$ cat src/rtl/sertx_pkg.sv
package sertx_pkg;

    localparam int DATA_W  = 8;
    localparam int FRAME_W = DATA_W + 2;
    localparam int LEN_W   = $clog2(FRAME_W + 1);

    typedef enum logic [1:0] {
        FMT_7  = 2'b00,
        FMT_8  = 2'b01,
        FMT_9  = 2'b10,
        FMT_8B = 2'b11
    } fmt_e;

    typedef enum logic [1:0] {
        ST_IDLE  = 2'b00,
        ST_ARMED = 2'b01,
        ST_SHIFT = 2'b10
    } st_e;

    // bits[0] leaves first after the start bit; the slot at len-1 is the stop bit
    typedef struct packed {
        logic [FRAME_W-1:0] bits;
        logic [LEN_W-1:0]   len;
    } frame_t;

    function automatic logic parity_of(input logic [DATA_W-1:0] d,
                                       input logic [DATA_W-1:0] mask,
                                       input logic even);
        return even ? ^(d & mask) : ~^(d & mask);
    endfunction

    function automatic frame_t build_frame(input logic [DATA_W-1:0] d,
                                           input fmt_e fmt,
                                           input logic pe,
                                           input logic ev,
                                           input logic nb);
        frame_t f;
        f.bits = '1;
        f.len  = LEN_W'(DATA_W + 1);
        f.bits[DATA_W-1:0] = d;
        case (fmt)
            FMT_7: begin
                if (pe)
                    f.bits[DATA_W-1] = parity_of(d, {1'b0, {(DATA_W-1){1'b1}}}, ev);
            end
            FMT_9: begin
                f.bits[DATA_W] = nb;
                f.len          = LEN_W'(DATA_W + 2);
            end
            default: begin
                if (pe) begin
                    f.bits[DATA_W] = parity_of(d, {DATA_W{1'b1}}, ev);
                    f.len          = LEN_W'(DATA_W + 2);
                end
            end
        endcase
        return f;
    endfunction

endpackage

$ cat src/rtl/sertx_tick_div.sv
module sertx_tick_div #(
    parameter int DIV = 16
) (
    input  logic clk,
    input  logic rst,
    output logic tick
);
    localparam int CW = (DIV > 1) ? $clog2(DIV) : 1;
    localparam logic [CW-1:0] LAST = CW'(DIV - 1);

    logic [CW-1:0] cnt;

    always_ff @(posedge clk) begin
        if (rst)               cnt <= '0;
        else if (cnt == LAST)  cnt <= '0;
        else                   cnt <= cnt + 1'b1;
    end

    assign tick = (cnt == LAST);

    generate
        if (DIV > 1) begin : g_gap_chk
            assert_tick_gap_R1: assert property (@(posedge clk) disable iff (rst)
                tick |=> !tick);
        end
    endgenerate

endmodule

$ cat src/rtl/sertx_frame_build.sv
module sertx_frame_build
    import sertx_pkg::*;
(
    input  logic [DATA_W-1:0] data,
    input  logic [1:0]        mode,
    input  logic              par_en,
    input  logic              par_even,
    input  logic              ninth_bit,
    output frame_t            frame
);
    always_comb begin
        frame = build_frame(data, fmt_e'(mode), par_en, par_even, ninth_bit);
    end
endmodule

$ cat src/rtl/sertx_shift_engine.sv
module sertx_shift_engine
    import sertx_pkg::*;
(
    input  logic   clk,
    input  logic   rst,
    input  logic   tick,
    input  logic   load,
    input  frame_t frame_in,
    output logic   tx,
    output logic   busy,
    output logic   irq
);
    st_e                st;
    logic [FRAME_W-1:0] shreg;
    logic [LEN_W-1:0]   rem;

    always_ff @(posedge clk) begin
        if (rst) begin
            st    <= ST_IDLE;
            shreg <= '1;
            rem   <= '0;
            tx    <= 1'b1;
            irq   <= 1'b0;
        end else begin
            irq <= 1'b0;
            case (st)
                ST_IDLE: begin
                    if (load) begin
                        shreg <= frame_in.bits;
                        rem   <= frame_in.len;
                        st    <= ST_ARMED;
                    end
                end
                ST_ARMED: begin
                    if (tick) begin
                        tx <= 1'b0;
                        st <= ST_SHIFT;
                    end
                end
                ST_SHIFT: begin
                    if (tick) begin
                        if (rem != '0) begin
                            tx    <= shreg[0];
                            shreg <= {1'b1, shreg[FRAME_W-1:1]};
                            rem   <= rem - 1'b1;
                        end else begin
                            tx  <= 1'b1;
                            st  <= ST_IDLE;
                            irq <= 1'b1;
                        end
                    end
                end
                default: st <= ST_IDLE;
            endcase
        end
    end

    assign busy = (st != ST_IDLE);

    assert_idle_line_high_R3: assert property (@(posedge clk) disable iff (rst)
        !busy |-> tx);
    assert_edge_on_tick_R1: assert property (@(posedge clk) disable iff (rst)
        !$stable(tx) |-> $past(tick));
    assert_start_low_R2: assert property (@(posedge clk) disable iff (rst)
        (st == ST_ARMED && tick) |=> (!tx && busy));
    assert_ignore_busy_write_R10: assert property (@(posedge clk) disable iff (rst)
        (busy && load && !tick) |=> $stable(shreg));
    assert_irq_single_R11: assert property (@(posedge clk) disable iff (rst)
        irq |=> !irq);
    assert_irq_after_busy_R11: assert property (@(posedge clk) disable iff (rst)
        irq |-> (!busy && $past(busy)));

endmodule

$ cat src/rtl/serial_tx_framer.sv
module serial_tx_framer
    import sertx_pkg::*;
#(
    parameter int DIV = 16
) (
    input  logic              clk,
    input  logic              rst,
    input  logic              wr_en,
    input  logic [DATA_W-1:0] wr_data,
    input  logic [1:0]        mode,
    input  logic              par_en,
    input  logic              par_even,
    input  logic              ninth_bit,
    output logic              tx,
    output logic              busy,
    output logic              tx_empty_irq
);
    logic   tick;
    frame_t frame;

    sertx_tick_div #(.DIV(DIV)) u_div (
        .clk  (clk),
        .rst  (rst),
        .tick (tick)
    );

    sertx_frame_build u_build (
        .data      (wr_data),
        .mode      (mode),
        .par_en    (par_en),
        .par_even  (par_even),
        .ninth_bit (ninth_bit),
        .frame     (frame)
    );

    sertx_shift_engine u_eng (
        .clk      (clk),
        .rst      (rst),
        .tick     (tick),
        .load     (wr_en),
        .frame_in (frame),
        .tx       (tx),
        .busy     (busy),
        .irq      (tx_empty_irq)
    );

    assert_busy_on_write_R11: assert property (@(posedge clk) disable iff (rst)
        (wr_en && !busy) |=> busy);

endmodule

$ cat config.mk
export PLATFORM = sky130hd
export DESIGN_NAME = serial_tx_framer
export DESIGN_NICKNAME = d
export VERILOG_FILES = /design/src/rtl/sertx_pkg.sv /design/src/rtl/sertx_tick_div.sv /design/src/rtl/sertx_frame_build.sv /design/src/rtl/sertx_shift_engine.sv /design/src/rtl/serial_tx_framer.sv
export SDC_FILE = /design/constraint.sdc
export NUM_CORES = 1
export LEC_CHECK = 0
export ABC_AREA = 1
export BUFFER_PORTS_ARGS = -buffer_cell sky130_fd_sc_hd__buf_2
export CAP_MARGIN = 10
export CORE_MARGIN = 2
export CORE_UTILIZATION = 59
export DETAILED_ROUTE_END_ITERATION = 10
export PLACE_DENSITY_LB_ADDON = 0.15
export SLEW_MARGIN = 5
export SYNTH_ARGS = -nofsm -noshare
export SYNTH_HDL_FRONTEND = slang
export SYNTH_SLANG_ARGS = --single-unit
$ cat constraint.sdc
create_clock -name clk -period 4.1 [get_ports clk]
set_clock_uncertainty 0.05 [all_clocks]
set_input_delay 0 -clock clk [delete_from_list [all_inputs] [get_ports clk]]
set_output_delay 0 -clock clk [all_outputs]
set_load 0.01 [all_outputs]
Word-level counts from Yosys, hierarchy flattened
Cells that the tools add are included.
Widths: inputs -> output; s select.
- equality and inequality tests: 9
- reductions and logical operators: 15
- $add $sub $neg: 2
- bitwise gates (word level): 2
- multiplexer cells: 26
- operators by type and width (operator ; number):
    $mux 10 ; 3
    $pmux 10 s2 ; 1
    $reduce_xnor 8->1 ; 2
    $reduce_xor 8->1 ; 2
    $mux 4 ; 3
    $mux 2 ; 5
    $mux 1 ; 9
    $ne 2x2->1 const B ; 4
    $pmux 4 s2 ; 1
    $reduce_and 4->1 ; 2
    $pmux 2 s3 ; 1
    $reduce_bool 2->1 ; 3
    $add 4x1->4 const B ; 1
    $eq 2x2->1 const B ; 2
    $eq 4x4->1 const B ; 1
    $logic_not 2->1 ; 2
    $pmux 1 s2 ; 2
    $pmux 2 s2 ; 1
    $reduce_bool 4->1 ; 1
    $sub 4x1->4 const B ; 1
    $reduce_and 3->1 ; 1
    $reduce_or 3->1 ; 1
    $eq 2x1->1 const B ; 1
    $ne 2x1->1 const B ; 1
    other kinds (2) ; 3
- register bits: 22
- output and inout port bits: 3

Depth between registers and ports, before layout
Gate-level depths: netlist of the first run.
- depth after elaboration: 6
- gate-level depth with buffers: 13

By module
From an unflattened synthesis of the first run, not the netlist that was laid out.
- cells, all modules: 236
- area total of the unflattened synthesis: 1435.1 um^2
- by module, submodules not included (module ; seq. area each (um^2) ; times used ; cells an instance ; area each (um^2)):
    sertx_shift_engine ; 360.3 ; 1 ; 145 ; 938.4
    sertx_frame_build ; 0.0 ; 1 ; 73 ; 336.6
    sertx_tick_div ; 80.1 ; 1 ; 18 ; 160.2

Worst setup path after synthesis of the first run
OpenSTA, ideal clock, no wires.
- path type: reg2reg
- start: register u_eng.rem[0]
- end: register u_eng.shreg[3]
- arrival: 1299 ps
- path buffers: 1
- period minus slack after synthesis: 1476 ps
- setup time: 127 ps
- slack: 2624 ps
- cell stages (with the launch flop): 11
- cells stage by stage: dfxtp_1 -> inv_1 -> ha_1 -> inv_2 -> nor3_2 -> nand2_1 -> o21ai_4 -> inv_2 -> buf_6 -> o211ai_2 -> o211ai_2
- longest elaborated chain between the ends: 3
- RTL lines (item ; line ; text):
    start, declared ; sertx_shift_engine.sv:15 ; logic [LEN_W-1:0] rem;
    start signal, assigned ; sertx_shift_engine.sv:30 ; rem <= frame_in.len;
    start signal, assigned ; sertx_shift_engine.sv:45 ; rem <= rem - 1'b1;
    $reduce_bool 4->1 ; sertx_shift_engine.sv:42 ; if (rem != '0) begin
    $ne 2x1->1 (no line) ; - ;
    $reduce_and 4->1 (no line) ; - ;
    end signal, assigned ; sertx_shift_engine.sv:29 ; shreg <= frame_in.bits;
    end signal, assigned ; sertx_shift_engine.sv:44 ; shreg <= {1'b1, shreg[FRAME_W-1:1]};
    end, declared ; sertx_shift_engine.sv:14 ; logic [FRAME_W-1:0] shreg;
Every way passes these cells.
A chain may end at the register's enable or synchronous reset.

Final worst setup path of the first run
- start: register u_eng.st[1]
- end: register u_eng.rem[2]
- longest elaborated chain between the ends: 3
- elaborated cells on any way between the ends: 8
- those cells by class: eq/ne: 4; mux: 1; reduce/logical: 3
- RTL lines (item ; line ; text):
    start, declared ; sertx_shift_engine.sv:13 ; st_e st;
    start signal, assigned ; sertx_shift_engine.sv:19 ; st <= ST_IDLE;
    start signal, assigned ; sertx_shift_engine.sv:31 ; st <= ST_ARMED;
    start signal, assigned ; sertx_shift_engine.sv:37 ; st <= ST_SHIFT;
    $eq 2x2->1 / $logic_not 2->1 (equally long branches) ; sertx_shift_engine.sv:26 ; case (st)
    $ne 2x1->1 (no line), or another cell as far along ; - ;
    $reduce_and 4->1 (no line) ; - ;
Several ways; a longest one is shown, not always the timed one.

==> results of run 1 <==
-- flip-flops by register name, indices dropped and copies added (netlist names) --
register     flops
u_eng.irq        1
u_eng.st         2
u_eng.rem        4
u_eng.shreg      9
u_div.cnt        4
u_eng.tx         1
-- final timing paths --
check | start | endpoint | slack (ns) | cells after the start
hold reg to reg | u_div.cnt[0]$_SDFF_PP0_ | u_div.cnt[0]$_SDFF_PP0_ | 0.41 | 1
setup reg to reg | u_eng.st[1]$_SDFFE_PP0P_ | u_eng.rem[2]$_SDFFE_PP0P_ | 2.00 | 8
setup / recovery | u_eng.st[1]$_SDFFE_PP0P_ | u_eng.rem[2]$_SDFFE_PP0P_ | 2.00 | 8
hold / removal | ninth_bit | u_eng.shreg[8]$_SDFFE_PP1P_ | 0.009 | 6
-- cell usage after synthesis, types with 2 or more instances --
| cell | instances | area share (%) |
|---|---|---|
| inv_2 | 5 | 1.5 |
| nor3_2 | 2 | 1.6 |
| nand2_1 | 53 | 16 |
| o21ai_0 | 5 | 2.0 |
| inv_1 | 27 | 8.1 |
| ha_1 | 2 | 2.0 |
| buf_2 | 2 | 0.80 |
| o21ai_1 | 5 | 2.0 |
| o211ai_2 | 8 | 8.0 |
| nor2_2 | 3 | 1.5 |
| buf_6 | 2 | 1.8 |
| a21oi_1 | 6 | 2.4 |
| o22ai_1 | 2 | 1.0 |
| nand3_1 | 11 | 4.4 |
| o211ai_1 | 6 | 3.6 |
| dfxtp_1 | 21 | 33 |
| nor2_1 | 10 | 3.0 |
-- logic make-up (layout without fill, tap and decap cells) --
group | Yosys count | count (layout) | synth area share, %
AO/OA/AOI/OAI | 35 | 35 | 21.6
XOR/XNOR | 1 | 1 | 0.698
flip-flops | 21 | 21 | 33.5
AND/OR/NAND/NOR | 84 | 84 | 29.6
adder cells (fa/ha/maj) | 2 | 2 | 1.99
buffers and inverters | 37 | 61 | 12.6
-- cell usage in the layout (no fill, tap or decap), types with 2 or more instances in the layout --
master,Yosys,layout
ha_1,2,2
o21ai_0,5,5
inv_2,5,5
inv_1,27,27
dlygate4sd3_1,0,6
o22ai_1,2,2
nand2_1,53,53
nor3_2,2,2
nor2_2,3,3
a21oi_1,6,6
o211ai_2,8,8
buf_2,2,18
nor2_1,10,10
clkbuf_4,0,3
o211ai_1,6,6
dfxtp_1,21,21
nand3_1,11,11
o21ai_1,5,5
-- routing by layer --
layer / vias up / routed length (microns) / global-route usage (%)
li1: 625 / - / -
met1: 549 / 1060 / 28.4
met2: 40 / 1200 / 40.4
met3: 2 / 163 / 4.55
met4: 0 / 4 / 4.63
met5: - / 0 / 0
-- report_power, final --
group          switching [W]  internal (W)  total [W]
combinational      0.0000631     0.0000429   0.000106
sequential        0.00000977      0.000220   0.000230
clock              0.0000590     0.0000379  0.0000970
-- what timing repair did --
item                      CTS  global route
hold buffers                6             0
buffers inserted            0             0
hold endpoints to repair    9             0
-- metrics by stage --
step / cell area, sq um / power (W) / setup slack (ns) / util [%] / hold WS, ns
2_1_floorplan: 1250 / 0.000313 / 2.62 / - / 0.0191
3_3_place_gp: 1350 / 0.000330 / 2.36 / 67.9 / 0.227
3_5_place_dp: 1350 / 0.000335 / 2.30 / 67.9 / 0.232
4_1_cts: 1430 / 0.000434 / 2.03 / 72.3 / 0.00558
5_1_grt: 1430 / 0.000460 / 1.84 / 72.3 / 0.0479
6_report: 1430 / 0.000433 / 2.00 / 72.3 / 0.00921
-- area by class of cell --
type / instances / area [sq um]
Sequential cell: 21 / 420
Timing Repair Buffer: 24 / 150
Inverter: 33 / 125
Tap cell: 27 / 33.8
Clock buffer: 4 / 26.3
Fill cell: 150 / 549
Multi-Input combinational cell: 122 / 677
-- critical path, delay by kind of cell, from the launching register on --
family | cells | cell delay (ns)
compound gates | 1 | 0.11
buf+inv | 3 | 0.74
flops | 1 | 0.44
simple gates | 4 | 0.66
==> results.md, run 1 <==
* Clock tree buffer depth at 2
* Critical path, cell by cell: inv_2 -> nor2_4 -> nand2_4 -> clkinv_2 -> o21ai_4 -> nor3_1 -> nor3_2 -> dlygate4sd3_1
* Gate Count Post-Synth at 180
* DR vias at 1216
* Initial antenna violation count at 0
* IO Count at 19
* Synth Net Count at 198
* Wirelength per Cell at 10.5 microns
* Worst setup SP type: flip-flop
* Port bufs at 18
* Final-stage net count at 223
* Dpl hpwl at 1.87 mm
* Mean Syn Cell Area at 6.97 sq um
* Chip Height at 50.1 microns
* Top_reg_cell synth: dfxtp_1
* Starting Density at 63.3%
* Ant diodes at 0
* TNS Setup at 0 ns
* FF+latch count, synth at 21
* Final setup violation count at 0
* Period utilization at 51.1%
* Final Max Slew Viols at 0
* Total grt overflow at 0
* Number of H-tree levels at 1
* Die footprint at 2510 sq um
* Number of synthesized flops with an enable pin at 0
* P_leak at 0.755 nW
* Row count at 16
* Post-CTS resize count at 0
* GRT Total Usage at 22.8%
* Critical path data required time at 4.25 ns
* Dpl cells at 221
* FMAX at 477 MHz
* TritonRoute pass-1 iters at 4
* Non-Filler Instances at 231
* Core area at 1980 sq um
* Crit end category: flip-flop
* CP max stage delay at 0.55 ns
* Die W at 50.1 microns
* Final Hold Viols at 0
* Clock-pin slew of the registers on the worst-case setup and hold paths at 0.11 ns
* Path type of the worst setup path: flip-flop to flip-flop
* Pwr/cell area at 302 nW/um^2
* Min cycle time layout at 2.10 ns
* Worst path arrival time at 2.24 ns
* Area Overhead vs Synth at 14.2%
* Detail Route Antenna Nets at 0
* Worst Hold Class: input port to flip-flop
* Synth warn at 0
* Asr flop ratio synth at 0%
* First-pass GRT wire length at 4.51 mm
* Fraction of layout cells with a size suffix above 1 at 22.5%
* Initial drt markers at 32
* Tightest Pin Transition at 0.525 ns
* Clk_lat worst skew at 0.30 ns
* Status: completed
* RePlAce Congestion at 0.784
* Clock Tree Root: clkbuf_4
* Largest net degree at the start of global routing at 15
* Sequential cell area fraction in the yosys report at 33.5%
* Number of max-cap violations at 0
* Vias/cell at 5.26
* Syn Std Cell Area at 1250 sq um
* Vias in the first global route at 1130
* Maximum vdd drop at 0.336 mV
* Clock Sinks at 21
* Number of remaining DRC errors at 0
* Synth unique cells at 27
* Relative max-transition margin at 65.0%
* Critical path peak fanout at 13
* Unrepaired setup endpoints after global routing: false
* CTS buffer count at 3
* Critical-path top delay cell: dlygate4sd3_1
* Final wirelength at 2.43 mm
* Clock tree from TritonCTS: yes
No activity file was read; power rests on OpenSTA's default activity.
==> run 2, diff against run 1 <==
- CORE_UTILIZATION: 59 -> 55
- clock period: 4.1 -> 2.1 ns (I/O delays scaled with it)
==> run 2 against run 1 <==
Final cell count increased by 2.6%. Total power increased by 99%. Global-route usage decreased by 1.8 points. Flip-flop and latch count unchanged. Largest power group unchanged.
==> results.md, run 2 (synthesis gave the netlist of run 1 again) <==
* Min cycle time layout at 1.98 ns
* Path type of the worst setup path: flip-flop to flip-flop
* Clock Sinks at 21
* Final Max Slew Viols at 0
* Die footprint at 2680 sq um
* Vias in the first global route at 1059
* Footprint of the multi-input gates at 687 sq um
* Final Hold Viols at 0
* Worst setup SP type: flip-flop
* TNS Setup at 0 ns
* Clock tree buffer depth at 2
* GRT Total Usage at 21.0%
* Chip Height at 51.8 microns
* Clock Tree Root: clkbuf_4
* First-pass GRT wire length at 4.28 mm
* Crit end category: flip-flop
* # fillers at 185
* Final setup violation count at 0
* Critical path data required time at 2.31 ns
* Starting Density at 57.3%
* Relative max-transition margin at 68.2%
* Most frequent cells in the layout: 52 x nand2_1, 27 x inv_1, 20 x dfxtp_1
* Status: completed
* Core area at 2190 sq um
* CTS buffer count at 3
* Initial antenna violation count at 0
* Worst Hold Class: input port to flip-flop
* Worst hold path stage count at 5
* Worst path arrival time at 2.19 ns
* Fraction of layout cells with a size suffix above 1 at 25.8%
* Design Power at 0.000862 W
* Final-stage net count at 228
* Final wirelength at 2.49 mm
* Max reg flops at 9
* Maximum vdd drop at 0.362 mV
* Clk_lat worst skew at 0.31 ns
* Port bufs at 18
* FMAX at 504 MHz
* Critical path peak fanout at 7
* RR Startpoint: u_eng.rem[0]$_SDFFE_PP0P_
* Clock tree from TritonCTS: yes
* TritonRoute pass-1 iters at 4
* Met3 WL post-DR at 73 microns
* Number of H-tree levels at 1
* R2R setup slack at 0.12 ns
* R2r endpoint: u_eng.rem[2]$_SDFFE_PP0P_
* Highest metal used: met4
* Routed wl met2 at 1.21 mm
* Worst Reg-to-Reg Cells at 9
* Number of remaining DRC errors at 0
* Clock-pin slew of the registers on the worst-case setup and hold paths at 0.11 ns
* Die W at 51.8 microns
* Dpl hpwl at 1.86 mm
* Largest regs: u_eng.shreg: 9 flops, u_div.cnt: 4 flops, u_eng.rem: 4 flops
* Vias/cell at 5.00
* Tightest Pin Transition at 0.476 ns
* Area Overhead vs Synth at 18.1%
* Number of max-cap violations at 0
* Total grt overflow at 0
* RePlAce Congestion at 0.754
* Commonest non-fill, non-tap cell in the layout: nand2_1
* Period utilization at 94.4%
* Ant diodes at 0
* Detail Route Antenna Nets at 0
* P_leak at 0.777 nW
* DRT met1 WL at 1.15 mm
* Largest Register: u_eng.shreg
* Hold Path Origin: wr_data[6]
* DR vias at 1186
* Largest net degree at the start of global routing at 15
* Hold EP: u_eng.shreg[6]$_SDFFE_PP1P_
* Wirelength per Cell at 10.5 microns
* Seq. cell area at 422 sq um
* IO Count at 19
* Pwr/cell area at 581 nW/um^2
* Row count at 17
* Initial drt markers at 20
run 2: final cells by class:
class                      count  share of cell area (%)
inverter                      33                    8.44
multi-input combinational    122                    46.3
clock buffer                   4                    1.77
timing repair buffer          29                    12.7
tap                           28                    2.36
sequential                    21                    28.4
run 2: worst max-delay path: stages, from the launching register on:
cell and delay, ns:
dfxtp_1 0.33, inv_1 0.09, ha_1 0.16, inv_2 0.05, nor3_2 0.18, nand2_1 0.14
o21ai_4 0.13, nor3_1 0.09, nor3_2 0.15, dlygate4sd3_1 0.55
run 2: per-layer routing:
layer  up-vias  global-route usage [%]
met4         0                    9.21
met2        26                    38.0
li1        632                       -
met3         5                    2.59
met1       523                    24.7
met5         -                       0
run 2: repair_timing:
item	4_1_cts	5_1_grt
setup endpoints to repair	0	1
endpoints found under the hold margin	9	0
resized for setup	0	4
hold buffers	6	0
buffers inserted	0	5
run 2: how the worst max path moves through the flow:
| stage | endpoint | cells past startpoint | start |
|---|---|---|---|
| 2_1_floorplan | u_eng.shreg[3]$_SDFFE_PP1P_ | 10 | u_eng.rem[0]$_SDFFE_PP0P_ |
| 3_5_place_dp | u_eng.shreg[1]$_SDFFE_PP1P_ | 9 | u_div.cnt[0]$_SDFF_PP0_ |
| 4_1_cts | u_eng.rem[2]$_SDFFE_PP0P_ | 9 | u_div.cnt[0]$_SDFF_PP0_ |
| 3_3_place_gp | u_eng.shreg[1]$_SDFFE_PP1P_ | 9 | u_div.cnt[0]$_SDFF_PP0_ |
| 6_report | u_eng.rem[2]$_SDFFE_PP0P_ | 9 | u_eng.rem[0]$_SDFFE_PP0P_ |
| 5_1_grt | u_eng.rem[2]$_SDFFE_PP0P_ | 10 | u_eng.rem[0]$_SDFFE_PP0P_ |
run 2: power by group:
part / switching, W / internal (W)
clock: 0.000123 / 0.0000742
sequential: 0.0000202 / 0.000431
combinational: 0.000124 / 0.0000903
total: 0.000267 / 0.000595
run 2: stage by stage:
| step | cells | setup WS, ns | utilization [%] | hold slack, ns | cell area, sq um |
|---|---|---|---|---|---|
| floorplan | 180 | 0.624 | - | 0.0191 | 1250 |
| global placement | 222 | 0.368 | 61.5 | 0.231 | 1350 |
| detailed placement | 222 | 0.290 | 61.5 | 0.233 | 1350 |
| CTS | 232 | 0.0347 | 65.4 | 0.0118 | 1430 |
| global route | 237 | -0.00525 | 67.7 | 0.0470 | 1480 |
| finish | 237 | 0.117 | 67.7 | 0.0164 | 1480 |
==> run 3, diff against run 2 <==
- RECOVER_POWER: unset -> 25
==> run 3 against run 2 <==
Fmax about the same. Global-route usage unchanged. Critical path depth unchanged. Combinational power about the same. Via count down 1.2%. Register-to-register slack about the same. Utilization down 0.23 points. Die area unchanged. Critical path type unchanged. Critical endpoint unchanged. Largest power group unchanged.
==> results.md, run 3 (synthesis gave the netlist of run 1 again) <==
* Most frequent CP cell: nor3_2
* Hold Path Origin: wr_data[6]
* Critical path data required time at 2.31 ns
* Largest net degree at the start of global routing at 15
* Sequential power share at 52.3%
* Max reg flops at 9
* Die footprint at 2680 sq um
* Setup ws final at 0.117 ns
* Clock tree buffer depth at 2
* First-pass GRT wire length at 4.28 mm
* Worst Hold Class: input port to flip-flop
* Critical path peak fanout at 7
* Worst path arrival time at 2.19 ns
* Initial drt markers at 20
* Tightest Pin Transition at 0.478 ns
* P_leak at 0.771 nW
* Relative max-transition margin at 68.1%
* Dpl hpwl at 1.86 mm
* Number of H-tree levels at 1
* Fraction of layout cells with a size suffix above 1 at 24.4%
* Wirelength per Cell at 10.5 microns
* Number of remaining DRC errors at 0
* Final setup violation count at 0
* CTS buffer count at 3
* Logic pwr share at 24.8%
* Number of max-cap violations at 0
* Core area at 2190 sq um
* DR vias at 1172
* IO Count at 19
* Final Hold Viols at 0
* Min cycle time layout at 1.98 ns
* Total grt overflow at 0
* Starting Density at 57.3%
* Critical-path top delay cell: dlygate4sd3_1
* Most frequent cells in the layout: 52 x nand2_1, 27 x inv_1, 20 x dfxtp_1
* Path type of the worst setup path: flip-flop to flip-flop
* Switching part of the total power at 31.0%
* CP bufs+invs at 3
* Critical path, cell by cell: inv_1 -> ha_1 -> inv_2 -> nor3_2 -> nand2_1 -> o21ai_4 -> nor3_1 -> nor3_2 -> dlygate4sd3_1
* GRT Total Usage at 21.0%
* CP max stage delay at 0.55 ns
* Clock tree from TritonCTS: yes
* CP delay by family, top: buffers and inverters
* Chip Height at 51.8 microns
* Clock share of power at 22.9%
* Area Overhead vs Synth at 17.7%
* Port bufs at 18
* Pwr/cell area at 583 nW/um^2
* Clock Sinks at 21
* Period utilization at 94.4%
* RR Startpoint: u_eng.rem[0]$_SDFFE_PP0P_
* Dpl cells at 222
* Row count at 17
* Vias in the first global route at 1059
* Initial antenna violation count at 0
* Worst slack, placed at 0.290 ns
* Vias/cell at 4.95
* Crit path from: u_eng.rem[0]$_SDFFE_PP0P_
* RePlAce Congestion at 0.754
* Crit end category: flip-flop
* Largest Register: u_eng.shreg
* FMAX at 504 MHz
* TritonRoute pass-1 iters at 4
* Maximum vdd drop at 0.362 mV
* Non-Filler Instances at 237
* Final Max Slew Viols at 0
* Clock-pin slew of the registers on the worst-case setup and hold paths at 0.11 ns
* Largest regs: u_eng.shreg: 9 flops, u_div.cnt: 4 flops, u_eng.rem: 4 flops
* Worst setup SP type: flip-flop
* Die W at 51.8 microns
* Switching power at 0.000267 W
* Ant diodes at 0
* Status: completed
* Clock Tree Root: clkbuf_4
* Final wirelength at 2.49 mm
* Final-stage net count at 228
* P_int at 0.000595 W
* Clk_lat worst skew at 0.31 ns
* Commonest non-fill, non-tap cell in the layout: nand2_1
* Detail Route Antenna Nets at 0
-- run 3: changes by cell type in the layout (fill, tap and decap cells not counted), sizes merged --
cell / change
clkbuf: +2
buf: -2
-- run 3: timing repair --
action / in CTS / in global routing
hold endpoints to repair: 9 / 0
setup buffers: 0 / 5
resized for setup: 0 / 4
hold buffers: 6 / 0
setup endpoints to repair: 0 / 1
-- run 3: worst reg2reg max path, cell delays in order (launching register included) --
cell and delay [ns]:
dfxtp_1 0.33, inv_1 0.09, ha_1 0.16, inv_2 0.05
nor3_2 0.18, nand2_1 0.14, o21ai_4 0.13, nor3_1 0.09
nor3_2 0.15, dlygate4sd3_1 0.55
-- run 3: final cells by class --
type	instances	area (sq um)
fillers	188	713
multi-input cells	122	684
flip-flops and latches	21	422
repair buffers	29	185
inverters	33	125
well taps	28	35.0
clock buffers	4	26.3
-- run 3: worst paths after layout --
kind,slack [ns],endpoint,cells after the start
max reg2reg,0.12,u_eng.rem[2]$_SDFFE_PP0P_,9
max,0.12,u_eng.rem[2]$_SDFFE_PP0P_,9
min,0.02,u_eng.shreg[6]$_SDFFE_PP1P_,5
min reg2reg,0.37,u_div.cnt[0]$_SDFF_PP0_,1
-- run 3: power groups by stage --
stage / registers, W / clock network (W) / logic [W]
final: 0.000451 / 0.000197 / 0.000213
after global routing: 0.000454 / 0.000209 / 0.000246
after floorplan: 0.000454 / 0 / 0.000156
after CTS: 0.000450 / 0.000198 / 0.000205
after global placement: 0.000458 / 0 / 0.000186
after detailed placement: 0.000459 / 0 / 0.000195
-- run 3: metrics by stage --
step	cell area (sq um)	TNS, ns	utilization [%]	total power, W	hold WS (ns)
finish	1480	0	67.4	0.000861	0.0202
global route	1480	-0.00535	67.4	0.000908	0.0470
CTS	1430	0	65.4	0.000853	0.0118
detailed placement	1350	0	61.5	0.000654	0.233
global placement	1350	0	61.5	0.000644	0.231
floorplan	1250	0	-	0.000611	0.0191
-- run 3: per-layer routing --
metal	GRT usage, %	vias to the layer above	wire length (microns)
met3	2.59	5	74
li1	-	632	-
met5	0	-	0
met2	38.0	24	1210
met1	24.7	511	1160
met4	9.21	0	53
